==> config.mk <==
export PLATFORM = sky130hd
export DESIGN_NAME = qspi_irq_ctrl
export DESIGN_NICKNAME = d
export VERILOG_FILES = /design/src/rtl/qspi_irq_pkg.sv /design/src/rtl/qspi_evt_detect.sv /design/src/rtl/qspi_flag_bank.sv /design/src/rtl/qspi_run_ctl.sv /design/src/rtl/qspi_irq_ctrl.sv
export SDC_FILE = /design/constraint.sdc
export NUM_CORES = 1
export LEC_CHECK = 0
export BUFFER_PORTS_ARGS = -buffer_cell sky130_fd_sc_hd__buf_4
export CAP_MARGIN = 10
export CORE_MARGIN = 1.5
export CORE_UTILIZATION = 35
export DETAILED_ROUTE_END_ITERATION = 10
export PLACE_DENSITY_LB_ADDON = 0.1
export SKIP_LAST_GASP = 1
export SLEW_MARGIN = 10
export SYNTH_ARGS = -nofsm -noshare
export SYNTH_HDL_FRONTEND = slang
export SYNTH_SLANG_ARGS = --single-unit
export TNS_END_PERCENT = 100
==> constraint.sdc <==
create_clock -name clk -period 2 [get_ports clk]
set_clock_uncertainty 0.05 [all_clocks]
set_input_delay 0.3 -clock clk [delete_from_list [all_inputs] [get_ports clk]]
set_output_delay 0.3 -clock clk [all_outputs]
set_load 0.03 [all_outputs]
==> src/rtl/qspi_irq_pkg.sv <==
package qspi_irq_pkg;

    localparam int REG_W    = 16;
    localparam int NFLAG    = 3;
    localparam int FLAG_LSB = 0;
    localparam int IE_LSB   = 4;
    localparam int CFG_LSB  = 8;
    localparam int NCFG     = 3;

    typedef enum logic [1:0] {
        FLG_DONE = 2'd0,
        FLG_ABRT = 2'd1,
        FLG_COLL = 2'd2
    } flag_idx_e;

    typedef struct packed {
        logic abrt_lock;
        logic abrt_err_en;
        logic coll_err_en;
    } cfg_t;

    function automatic logic [REG_W-1:0] field_mask(input int lsb, input int n);
        logic [REG_W-1:0] m;
        m = '0;
        for (int i = 0; i < n; i++) m[lsb+i] = 1'b1;
        return m;
    endfunction

    localparam logic [REG_W-1:0] RW_MASK =
        field_mask(FLAG_LSB, NFLAG) | field_mask(IE_LSB, NFLAG) | field_mask(CFG_LSB, NCFG);

endpackage

==> src/rtl/qspi_evt_detect.sv <==
module qspi_evt_detect
    import qspi_irq_pkg::*;
#(
    parameter int CMD_DEPTH = 16,
    localparam int PTR_W    = $clog2(CMD_DEPTH),
    localparam int ADDR_W   = $clog2(3*CMD_DEPTH)
) (
    input  logic              eng_busy,
    input  logic              eng_cmd_done,
    input  logic [PTR_W-1:0]  eng_cmd_ptr,
    input  logic [PTR_W-1:0]  eng_end_ptr,
    input  logic              eng_halt_req,
    input  logic              eng_wrap,
    input  logic              qram_wr_en,
    input  logic [ADDR_W-1:0] qram_wr_addr,
    input  logic              ctl_wr_en,
    input  logic              ctl_wr_val,
    input  logic              spi_en,
    input  cfg_t              cfg,
    output logic [NFLAG-1:0]  evt_set,
    output logic              hw_stop,
    output logic              bus_err
);
    localparam int CMD_BASE = 2*CMD_DEPTH;

    logic [ADDR_W-1:0] live_cmd_addr;
    logic              at_end, coll_hit, abrt_try;

    always_comb begin
        live_cmd_addr = ADDR_W'(CMD_BASE) + ADDR_W'(eng_cmd_ptr);
        at_end        = (eng_cmd_ptr == eng_end_ptr);
        coll_hit      = qram_wr_en & eng_busy & (qram_wr_addr == live_cmd_addr);
        abrt_try      = ctl_wr_en & ~ctl_wr_val & spi_en & eng_busy;
        hw_stop       = eng_cmd_done & (eng_halt_req | (at_end & ~eng_wrap));

        evt_set           = '0;
        evt_set[FLG_DONE] = eng_cmd_done & (at_end | eng_halt_req);
        evt_set[FLG_ABRT] = abrt_try & ~cfg.abrt_lock;
        evt_set[FLG_COLL] = coll_hit;

        bus_err = (coll_hit & cfg.coll_err_en) | (abrt_try & cfg.abrt_err_en);
    end

endmodule

==> src/rtl/qspi_flag_bank.sv <==
module qspi_flag_bank
    import qspi_irq_pkg::*;
(
    input  logic             clk,
    input  logic             rst,
    input  logic             wr_en,
    input  logic [REG_W-1:0] wdata,
    input  logic [NFLAG-1:0] evt_set,
    output logic [NFLAG-1:0] flags,
    output logic [NFLAG-1:0] ie,
    output cfg_t             cfg,
    output logic [REG_W-1:0] rdata
);
    logic unused_rsv_bits;
    assign unused_rsv_bits = ^(wdata & ~RW_MASK);

    for (genvar g = 0; g < NFLAG; g++) begin : g_flag
        logic clr;
        assign clr = wr_en & wdata[FLAG_LSB+g];
        always_ff @(posedge clk) begin
            if (rst)               flags[g] <= 1'b0;
            else if (evt_set[g])   flags[g] <= 1'b1;
            else if (clr)          flags[g] <= 1'b0;
        end
        always_ff @(posedge clk) begin
            if (rst)        ie[g] <= 1'b0;
            else if (wr_en) ie[g] <= wdata[IE_LSB+g];
        end
    end

    always_ff @(posedge clk) begin
        if (rst)        cfg <= '0;
        else if (wr_en) cfg <= cfg_t'(wdata[CFG_LSB +: NCFG]);
    end

    always_comb begin
        rdata                    = '0;
        rdata[FLAG_LSB +: NFLAG] = flags;
        rdata[IE_LSB +: NFLAG]   = ie;
        rdata[CFG_LSB +: NCFG]   = cfg;
    end

endmodule

==> src/rtl/qspi_run_ctl.sv <==
module qspi_run_ctl (
    input  logic clk,
    input  logic rst,
    input  logic ctl_wr_en,
    input  logic ctl_wr_val,
    input  logic lock,
    input  logic hw_stop,
    output logic spi_en
);
    logic sw_ok;
    assign sw_ok = ctl_wr_en & (ctl_wr_val | ~lock);

    always_ff @(posedge clk) begin
        if (rst)          spi_en <= 1'b0;
        else if (hw_stop) spi_en <= 1'b0;
        else if (sw_ok)   spi_en <= ctl_wr_val;
    end

endmodule

==> src/rtl/qspi_irq_ctrl.sv <==
module qspi_irq_ctrl
    import qspi_irq_pkg::*;
#(
    parameter int CMD_DEPTH = 16,
    localparam int PTR_W    = $clog2(CMD_DEPTH),
    localparam int ADDR_W   = $clog2(3*CMD_DEPTH)
) (
    input  logic              clk,
    input  logic              rst,
    input  logic              reg_wr_en,
    input  logic [REG_W-1:0]  reg_wdata,
    output logic [REG_W-1:0]  reg_rdata,
    input  logic              ctl_wr_en,
    input  logic              ctl_wr_val,
    input  logic              qram_wr_en,
    input  logic [ADDR_W-1:0] qram_wr_addr,
    input  logic              eng_busy,
    input  logic              eng_cmd_done,
    input  logic [PTR_W-1:0]  eng_cmd_ptr,
    input  logic [PTR_W-1:0]  eng_end_ptr,
    input  logic              eng_halt_req,
    input  logic              eng_wrap,
    output logic              spi_en,
    output logic              irq,
    output logic              bus_err
);
    logic [NFLAG-1:0] evt_set, flags, ie;
    cfg_t             cfg;
    logic             hw_stop;

    qspi_evt_detect #(.CMD_DEPTH(CMD_DEPTH)) u_evt (
        .eng_busy     (eng_busy),
        .eng_cmd_done (eng_cmd_done),
        .eng_cmd_ptr  (eng_cmd_ptr),
        .eng_end_ptr  (eng_end_ptr),
        .eng_halt_req (eng_halt_req),
        .eng_wrap     (eng_wrap),
        .qram_wr_en   (qram_wr_en),
        .qram_wr_addr (qram_wr_addr),
        .ctl_wr_en    (ctl_wr_en),
        .ctl_wr_val   (ctl_wr_val),
        .spi_en       (spi_en),
        .cfg          (cfg),
        .evt_set      (evt_set),
        .hw_stop      (hw_stop),
        .bus_err      (bus_err)
    );

    qspi_flag_bank u_bank (
        .clk     (clk),
        .rst     (rst),
        .wr_en   (reg_wr_en),
        .wdata   (reg_wdata),
        .evt_set (evt_set),
        .flags   (flags),
        .ie      (ie),
        .cfg     (cfg),
        .rdata   (reg_rdata)
    );

    qspi_run_ctl u_run (
        .clk        (clk),
        .rst        (rst),
        .ctl_wr_en  (ctl_wr_en),
        .ctl_wr_val (ctl_wr_val),
        .lock       (cfg.abrt_lock),
        .hw_stop    (hw_stop),
        .spi_en     (spi_en)
    );

    assign irq = |(flags & ie);

endmodule

==> metrics.md <==
| Metric | Value |
|---|---|
| Final non-filler cell total | 122 |
| Setup CP Type | primary input to output pin |
| Post-Route WL | 1330 um |
| Final min period | between 1.5 and 2 ns |
| Yosys warns | 0 |
| Placed insts | 119 |
| Type of the worst min-delay path | primary input to flip-flop |
| Worst Hold Slack | 0.185 ns |
| Tot Pwr | roughly 0.49 mW |
| Leakage power | 0.459 nW |
| I/O pin count | 59 |
| Final core utilization | 58.8% |
| Arrival time worst endpoint | about 1.3 ns |
| 1st-iter DRT viols | 7 |
| DRC | 0 |
| Pre-antenna DRT Iters | 4 |
| Core Rows | 14 |
| Final hold vios | 0 |
| Post-DRT Antenna Nets | 0 |
| CTS max path bufs | 2 |
| Setup ws final | approximately 0.39 ns |
| Cell count after synthesis | 63 |
| Critical Path Start Type | primary input |
| Via-to-Cell Ratio | 4.73 |
| Commonest non-fill, non-tap cell in the layout | buf_4 |
| Crit path capture type | output pin |
| Initial Util | around two fifths |
| PwrDens | 542 nW/um2 |
| Pin count of the biggest net entering global routing | 11 |
| Dpl hpwl | 1150 um |
| Most frequent cells in the layout | buf_4, dfxtp_1, nor2_1 |
| Status | complete, no violations |
| Nets | around 150 |
| Max Cap Violations | 0 |
| Max VDD drop | approximately 380 uV |
| H-Tree Depth | 1 |
| Fin area | 907 um2 |
| Antenna violations before repair | 0 |
| Vias in the first global route | 541 |
| Core area | 1540 um2 |
| Setup bufs post-CTS | 0 |
| Sink Count | 10 |
| Clock-pin slew on the worst setup and hold paths | 0.05 ns |
| Die height | 43.9 um |
| Hold Path Depth | 2 |
| Clk Latency, worst-skew pair | roughly 0.25 ns |
| GR Overflow Total | 0 |
| Synth Register Bits | 10 |
| Sequential area share after synthesis | about 34% |
| Critical Path RT | 1.65 ns |
| Dpl ws | roughly 0.37 ns |
| Average size of a mapped cell | 9.31 um2 |
| Die area | between 1500 and 2000 um2 |
| Resized Gates After CTS | 0 |
| Total global-route track usage | about 15% |
| CTS buffer count | 3 |
| Global-route wire length before repair | 2220 um |
| Number of fill cells in the layout | approximately 150 |
| Number of diodes | 0 |
| Crit path max fanout | 2 |
| P&R area growth vs syn | 54.6% |
| Via Count | 577 |
| CTS tree | done |
| Port bufs | 44 |
| Share of cells above drive strength 1 | between 40% and 50% |
| Final setup viols | 0 |
| DR WL/cell | 10.9 um |
| Root Driver | clkbuf_4 |
| Placed Area | 885 um2 |
| Netlist cell types | 27 |
| FF-to-FF path depth | 3 |
| Peak Freq | 622 MHz |
| Cell Area, Synth | 587 um2 |
| Hold-fix buffers, CTS | 0 |
| Setup total negative slack | 0 ns |
| Tcrit/Tclk final | 80.3% |
| Fin. max-slew vios | 0 |
| RSZ-0062 raised after global routing | false |
| Routability cong. | 0.726 |
| Width of the die | 43.9 um |
layer usage:
metal	GRT usage (%)	wire length, um	part of all wire (%)
met2	28.2	716	54
met3	7.08	91	6.8
met4	1.82	0	0
met5	0	0	0
met1	16.6	526	39
final cells by class:
cell class	count	area, um2	area share (%)
timing repair buffer	44	330	36.4
multi-input combinational	48	330	36.4
sequential	10	200	22.1
tap	16	20.0	2.21
inverter	1	3.75	0.414
clock buffer	3	22.5	2.48
synth_stat cells (all sizes together):
cell	number	area, um2
o21ba	1	10.0
mux2i	6	60.1
buf	9	71.3
nand2	2	7.51
o21bai	1	7.51
a22o	1	8.76
nand2b	2	12.5
a21oi	1	5.00
and4b	1	10.0
nor2	8	30.0
a211oi	2	20.0
nand4	1	6.26
clkbuf	1	3.75
dfxtp	10	200
nand4b	1	8.76
a22oi	1	7.51
xnor2	7	61.3
xor2	1	8.76
nand3	1	5.00
conb	1	3.75
nor3	1	10.0
inv	1	3.75
a222oi	1	10.0
a21boi	2	15.0
where the power goes:
part,leakage (nW),internal (mW),switching (mW)
combinational,0.363,0.0766,0.0754
clock,0.0138,0.0687,0.0547
sequential,0.0821,0.209,0.00719
total,0.459,0.355,0.137
worst paths after layout:
check | start | end | slack [ns]
setup / recovery | eng_cmd_ptr[0] | bus_err | 0.39
hold / removal | eng_cmd_done | u_run.spi_en$_SDFFE_PP0P_ | 0.19
setup reg to reg | u_bank.flags[0]$_SDFFE_PP0P_ | u_bank.flags[0]$_SDFFE_PP0P_ | 1.03
hold reg to reg | u_bank.flags[1]$_SDFFE_PP0P_ | u_bank.flags[1]$_SDFFE_PP0P_ | 0.43
registers in the layout, summed over array words and instances, names as in the netlist:
| name | count |
|---|---|
| u_bank.cfg | 3 |
| u_bank.flags | 3 |
| u_bank.ie | 3 |
| u_run.spi_en | 1 |
worst max-delay path, cell delays in order:
cell and delay [ns]:
buf_4 0.12, xnor2_1 0.16, nand3_1 0.11, nor3_2 0.24, a22o_1 0.16, buf_4 0.15
cell families (layout without fill, tap and decap cells):
logic type      count (synthesis)  in the layout  share of synthesized area (%)
xor+xnor                        8              8                           11.9
other cells                     1              7                          0.639
flops                          10             10                           34.1
mux                             6              6                           10.2
buf+inv                        11             48                           13.4
compound gates                 10             10                           14.3
simple gates                   17             17                           15.4
Note: power is estimated with default switching activity, not from simulation.
